$ cat config.mk
export PLATFORM = sky130hd
export DESIGN_NAME = acc_fault_rules
export DESIGN_NICKNAME = d
export VERILOG_FILES = /design/src/rtl/acc_align_pkg.sv /design/src/rtl/acc_fault_rules.sv
export SDC_FILE = /design/constraint.sdc
export NUM_CORES = 1
export LEC_CHECK = 0
export BUFFER_PORTS_ARGS = -buffer_cell sky130_fd_sc_hd__buf_2
export CAP_MARGIN = 20
export CORE_AREA = 3 3 40 42
export DETAILED_ROUTE_END_ITERATION = 16
export DIE_AREA = 0 0 43 45
export PLACE_DENSITY = 0.33
export SETUP_SLACK_MARGIN = 0.15
export SYNTH_ARGS = -nofsm -noshare
export SYNTH_HDL_FRONTEND = slang
export SYNTH_SLANG_ARGS = --single-unit
$ cat constraint.sdc
create_clock -name vclk -period 1.4
set_clock_uncertainty 0.1 [all_clocks]
set_input_delay 0.14 -clock vclk [all_inputs]
set_output_delay 0.14 -clock vclk [all_outputs]
set_load 0.05 [all_outputs]
$ cat src/rtl/acc_align_pkg.sv
package acc_align_pkg;

    typedef enum logic [1:0] {
        SZ_BYTE  = 2'd0,
        SZ_HALF  = 2'd1,
        SZ_WORD  = 2'd2,
        SZ_DWORD = 2'd3
    } acc_size_e;

    typedef enum logic [2:0] {
        K_SINGLE = 3'd0,
        K_MULTI  = 3'd1,
        K_PAIR   = 3'd2,
        K_SWAP   = 3'd3,
        K_COPRO  = 3'd4,
        K_PCLOAD = 3'd5
    } acc_kind_e;

    typedef struct packed {
        logic nat;    // misaligned to its own size
        logic word;   // low two bits nonzero, size above byte
        logic dword;  // low three bits nonzero, size above byte
        logic sized;  // size above byte
    } mis_t;

    typedef struct packed {
        logic fault;
        logic split;
    } verdict_t;

    localparam int FSW_DEF = 5;

    function automatic logic nat_misaligned(input acc_size_e sz, input logic [2:0] lo);
        case (sz)
            SZ_HALF:  return lo[0];
            SZ_WORD:  return |lo[1:0];
            SZ_DWORD: return |lo[2:0];
            default:  return 1'b0;
        endcase
    endfunction

    // Single-kind doubleword accesses follow the pair rules; unknown kinds act as single.
    function automatic acc_kind_e effective_kind(input logic [2:0] raw, input acc_size_e sz);
        acc_kind_e k;
        if (raw > 3'd5) k = K_SINGLE;
        else            k = acc_kind_e'(raw);
        if (k == K_SINGLE && sz == SZ_DWORD) k = K_PAIR;
        return k;
    endfunction

endpackage

$ cat src/rtl/acc_fault_rules.sv
module acc_fault_rules
    import acc_align_pkg::*;
(
    input  mis_t       mis,
    input  acc_kind_e  kind,
    input  logic       u_en,
    input  logic       a_en,
    input  logic       mmu_en,
    input  logic       ext_page,
    input  logic       strict_mem,
    output verdict_t   verdict
);
    logic legacy_fault;
    logic ext_fault;
    logic dev_trap;

    assign dev_trap = strict_mem && mmu_en && ext_page;

    // Legacy model: only the strict-check bit can produce a fault.
    always_comb begin
        legacy_fault = 1'b0;
        if (a_en) begin
            case (kind)
                K_SINGLE, K_PCLOAD: legacy_fault = mis.nat;
                K_PAIR:             legacy_fault = mis.dword;
                default:            legacy_fault = mis.word;
            endcase
        end
    end

    // Extended model: unaligned singles allowed unless strict or device trap.
    always_comb begin
        case (kind)
            K_SINGLE: ext_fault = mis.nat && (a_en || dev_trap);
            K_PCLOAD: ext_fault = mis.nat;
            default:  ext_fault = mis.word;
        endcase
    end

    always_comb begin
        verdict.fault = mis.sized && (u_en ? ext_fault : legacy_fault);
        verdict.split = u_en && mis.sized && mis.nat && !verdict.fault;
    end
endmodule

# Yosys cells after proc, flatten, opt, wreduce, memory -nomap -nowiden
# Cells that the tools add are included.
[op_classes]
n_reduce_logical = 11
eq_ne = 2
muxes = 4
[ops]
columns = ["cell", "n"]
rows = [
  ["logical AND 1 bit", 7],
  ["case mux 1 bit (2 select lines)", 2],
  ["== test 3 x 2 -> 1 bit (second input constant)", 1],
  ["== test 3 bit (second input constant)", 1],
  ["logical NOT 3 bit", 1],
  ["2-to-1 mux 1 bit", 2],
  ["OR reduction 2 bit", 1],
  ["logical NOT 1 bit", 1],
  ["logical OR 1 bit", 1],
]
[totals]
word_cells = 17
input_bits = 12
out_inout_bits = 2
regBits = 0

# Depth between registers and ports, before layout
# Gate-level depths: netlist (run 1).
[depth]
ltp_word = 9
depth_mapped = 4
ltp_nobuf = 4

# Worst setup path after synthesis (run 1)
# OpenSTA, ideal clock, no wires.
[synth_timing]
path_type = "input port to output port"
startpoint = "in kind[1]"
endpoint = "out verdict[1] in the netlist's numbering"
n_path_buf = 0
required_ps = 1160
arrival_time_ps = 1769
stages = 4
path_slack_ps = -609
cell_sequence = "nand2b_4 > a221oi_1 > o211ai_1 > nor3b_1"
[synth_lines]
columns = ["element", "line_no", "source"]
rows = [
  ["from (decl)", "acc_fault_rules.sv:5", "input acc_kind_e kind,"],
  ["to (decl)", "acc_fault_rules.sv:11", "output verdict_t verdict"],
]

==> results_dict.tcl, run 1 <==
set metrics [dict create \
    status "finished, violations left" \
    violations "negative setup slack" \
    use_met1_pct 6.19 \
    slowest_delay_ps 370 \
    grt_use_total_pct 4.31 \
    initial_core_util_pct 7.40 \
    critPathMostFrequentCell "buf_8" \
    final_common_cell "buf_2" \
    cts-hold-fix-buffers 0 \
    std_cell_rows 13 \
    ios 14 \
    cap_violations 0 \
    grt_max_degree 6 \
    synthesis.area_sq_um 95.1 \
    path_cells "buf_8 -> nand2b_4 -> or3b_1 -> o211ai_1 -> and4_4 -> buf_8" \
    fin_cells 45 \
    place_area_sq_um 228 \
    firstDrtPassIters 2 \
    max-slew-margin-rel_pct 82.1 \
    crit_required_ps 1160 \
    slowest_stage "or3b_1" \
    wirelength_um 410 \
    vias 171 \
    antenna_left 0 \
    hold_ws_ps 568 \
    dieHeight_um 45 \
    yosysUniqueCellTypes 12 \
    final_cell_mix "buf_2, buf_4, buf_8" \
    grt_pass1_vias 177 \
    fin_crit_ps 1500 \
    grt_pass1_wl_um 690 \
    power_density_nw_per_um2 307 \
    synth_top_area_cell "nand2b_4" \
    ir_worst_vdd_v 0.000112 \
    met3_usage_pct 0.797 \
    multiInputGateArea_sq_um 133 \
    post_synth_main_area_contributors "nand2b_4, or4b_1, a2111oi_0" \
    drive_gt1_share_pct 83.3 \
    grt_use_met2_pct 7.19 \
    wl_per_cell_um 9.11 \
    end_kind "output port" \
    antenna_found_initial 0 \
    setup_viol 2 \
    die-area_sq_um 1940 \
    final_nets 44 \
    hold_path_class "primary input to output port" \
    diodes 0 \
    viasPerCell 3.80 \
    grt-ovfl-total 0 \
    yosys.area.top_type_share_pct 14.5 \
    synth_area_per_cell_sq_um 7.92 \
    nFillCells 147 \
    gp_congestion 0.665 \
    area_growth_pct 195 \
    synthCells 12 \
    yosysWarnings 0 \
    timing.final.crit_share_pct 107 \
    fin_ws_ps -95.5 \
    worstSetupStartpoint "kind[1]" \
    hold_viol 0 \
    dp_cells 45 \
    core_sq_um 1280 \
    portBuffers 14 \
    post-cts-setup-buffer-count 0 \
    seq_cells 0 \
    worst_pin_slew_ps 267 \
    max_freq_mhz 669 \
    syn_nets 24 \
    cp_max_fo 4 \
    final_area_sq_um 280 \
    yosysSeqAreaShare_pct 0 \
    drt_iter0_drc 1 \
    die_w_um 43 \
    leakage_nw 0.123 \
    endpoint "verdict[0]" \
    cp.arrival_ps 1260 \
    critPathKind "primary input to output port" \
    regArea_sq_um 0 \
    grt.busiest_layer "met2" \
    clockBufferCount 0 \
    startpoint_type "primary input" \
    rsz0062_at_grt "yes" \
    maxSlewViolCount 0 \
    route.detailed.drc 0 \
]
-- synthesized netlist by cell type --
library cell  instances
nor2b_1               1
or3b_1                1
a221oi_1              1
nand2b_4              1
a2111oi_0             1
nand4_1               1
o211ai_1              1
or4b_1                1
a21oi_1               1
nand2_1               1
and4_1                1
nor3b_1               1
-- critical path, delay by kind of cell --
family | cells | cell delay [ps]
AND/OR/NAND/NOR | 3 | 750
buffers and inverters | 2 | 240
AO/OA/AOI/OAI | 1 | 120
-- worst min-delay path by stage --
stage,from,end,slack [ps],depth (start not counted)
2_1_floorplan,mis[3],verdict[0],360,1
3_3_place_gp,mis[0],verdict[1],620,3
3_5_place_dp,mis[0],verdict[1],620,3
4_1_cts,mis[0],verdict[1],570,3
5_1_grt,mis[0],verdict[1],570,3
6_report,mis[0],verdict[1],570,3
-- metal layers --
layer	wire, um	share of wire, %
met3	72	18
met1	180	44
met4	0	0
met2	158	39
met5	0	0
-- power breakdown --
part	internal (mW)	switching [mW]	total, mW
logic	0.0473	0.0388	0.0861
clock network	0	0	0
registers	0	0	0
total	0.0473	0.0388	0.0861
-- through the flow --
stage	TNS (ps)	utilization [%]	setup WS, ps	total power, mW
2_1_floorplan	0	-	2.22	0.0314
3_3_place_gp	-382	17.7	-193	0.0680
3_5_place_dp	-464	17.7	-234	0.0691
4_1_cts	-170	21.0	-99.2	0.0832
5_1_grt	-285	21.8	-146	0.0915
6_report	-177	21.8	-95.5	0.0861
-- cells by family (layout without fill, tap and decap cells) --
kind of cell | Yosys count | after routing | share of synthesized area, %
AO/OA/AOI/OAI | 4 | 4 | 31.6
AND/OR/NAND/NOR | 8 | 8 | 68.4
buffers and inverters | 0 | 18 | 0
-- cell type report --
cell class / instances / share of cell area (%)
Timing Repair Buffer: 18 / 46.0
Multi-Input combinational cell: 12 / 47.3
Tap cell: 15 / 6.70
-- repair_timing --
| item | in CTS | in global routing |
|---|---|---|
| pin swaps | 3 | 0 |
| hold endpoints to repair | 0 | 0 |
| endpoints found under the setup margin | 2 | 2 |
| gates resized for setup | 12 | 4 |
| cloned | 0 | 0 |
Note: power is estimated with default switching activity, not from simulation.
==> inputs of run 2 (changes only) <==
==> constraint.sdc (replaced) <==
create_clock -name vclk -period 1.5
set_clock_uncertainty 0.1 [all_clocks]
set_input_delay 0.15 -clock vclk [all_inputs]
set_output_delay 0.15 -clock vclk [all_outputs]
set_load 0.05 [all_outputs]
==> results_dict.tcl, run 2 (synthesis gave the netlist of run 1 again) <==
set metrics [dict create \
    diodes 0 \
    die_w_um 43 \
    slowest_stage "or3b_1" \
    drive_gt1_share_pct 80.0 \
    nFillCells 146 \
    antenna_found_initial 0 \
    end_kind "output port" \
    die-area_sq_um 1940 \
    worst_pin_slew_ps 264 \
    fin_ws_ps -16.7 \
    critPathMostFrequentCell "buf_8" \
    hold_end "verdict[1]" \
    slowest_delay_ps 360 \
    route.detailed.drc 0 \
    final_area_sq_um 270 \
    ios 14 \
    worst-path-buf-inv 2 \
    critPathKind "primary input to output port" \
    drt_iter0_drc 0 \
    hold_depth 3 \
    violations "negative setup slack" \
    place_area_sq_um 228 \
    gp_congestion 0.685 \
    crit_required_ps 1250 \
    grt_pass1_vias 176 \
    firstDrtPassIters 1 \
    final_common_cell "buf_2" \
    timing.final.crit_share_pct 101 \
    seq_cells 0 \
    core_sq_um 1280 \
    cp_top_family "simple AND/OR/NAND/NOR gates" \
    clockBufferCount 0 \
    leakage_nw 0.117 \
    dp_slack_ps -148 \
    hold_path_class "primary input to output port" \
    final_nets 44 \
    grt_use_total_pct 4.81 \
    hold_start "mis[0]" \
    area_growth_pct 184 \
    cp.arrival_ps 1270 \
    hold_viol 0 \
    grt_max_degree 6 \
    cap_violations 0 \
    grt-ovfl-total 0 \
    cts-hold-fix-buffers 0 \
    fin_crit_ps 1520 \
    vias 173 \
    maxSlewViolCount 0 \
    max_freq_mhz 659 \
    dp_cells 45 \
    final_cell_mix "buf_2, buf_4, buf_8" \
    cp_max_fo 4 \
    setup_viol 2 \
    std_cell_rows 13 \
    path_cells "buf_8 -> nand2b_4 -> or3b_1 -> o211ai_1 -> and4_4 -> buf_8" \
    p_total_uw 77.2 \
    max-slew-margin-rel_pct 82.4 \
    power_density_nw_per_um2 286 \
    startpoint_type "primary input" \
    wl_per_cell_um 9.40 \
    grt_pass1_wl_um 752 \
    regArea_sq_um 0 \
    status "finished, violations left" \
    post-cts-setup-buffer-count 0 \
    wirelength_um 423 \
    final_util_pct 21.0 \
    viasPerCell 3.84 \
    fin_cells 45 \
    initial_core_util_pct 7.40 \
    portBuffers 14 \
    antenna_left 0 \
    dieHeight_um 45 \
    rsz0062_at_grt "yes" \
    multiInputGateArea_sq_um 125 \
    ir_worst_vdd_v 0.000108 \
]
-- run 2: power by group --
part	switching [mW]	total, mW	internal, mW
registers	0	0	0
logic	0.0353	0.0772	0.0420
clock network	0	0	0
total	0.0353	0.0772	0.0420
-- run 2: worst max-delay path by stage --
stage,cells past startpoint,startpoint,slack [ps],end
2_1_floorplan,4,kind[1],80,verdict[1]
3_3_place_gp,6,mis[3],-140,verdict[0]
3_5_place_dp,7,kind[1],-150,verdict[1]
4_1_cts,6,kind[1],-30,verdict[0]
5_1_grt,6,kind[1],-70,verdict[0]
6_report,6,kind[1],-20,verdict[0]
-- run 2: repair_timing --
action,4_1_cts,5_1_grt
pin swaps,3,2
gates resized for setup,11,1
setup endpoints to repair,2,2
-- run 2: tightest hold or removal path: cells and delay by family --
family	cells	cell delay (ps)
buf+inv	2	250
simple gates	1	140
-- run 2: final cells by class --
cell class,count,area share [%]
repair buffers,18,46.8
well taps,15,6.94
multi-input cells,12,46.3
-- run 2: layer usage --
layer	vias up	GRT usage, %	part of all wire [%]
met3	0	0.797	16
li1	91	-	-
met4	0	0	0
met1	68	6.43	43
met2	14	8.68	40
met5	-	0	0
-- run 2: per-stage QoR --
stage                     hold slack [ps]  TNS, ps
final                                 592    -17.7
after global routing                  596     -141
after floorplan                       384        0
after CTS                             593    -40.4
after detailed placement              647     -282
after global placement                643     -248
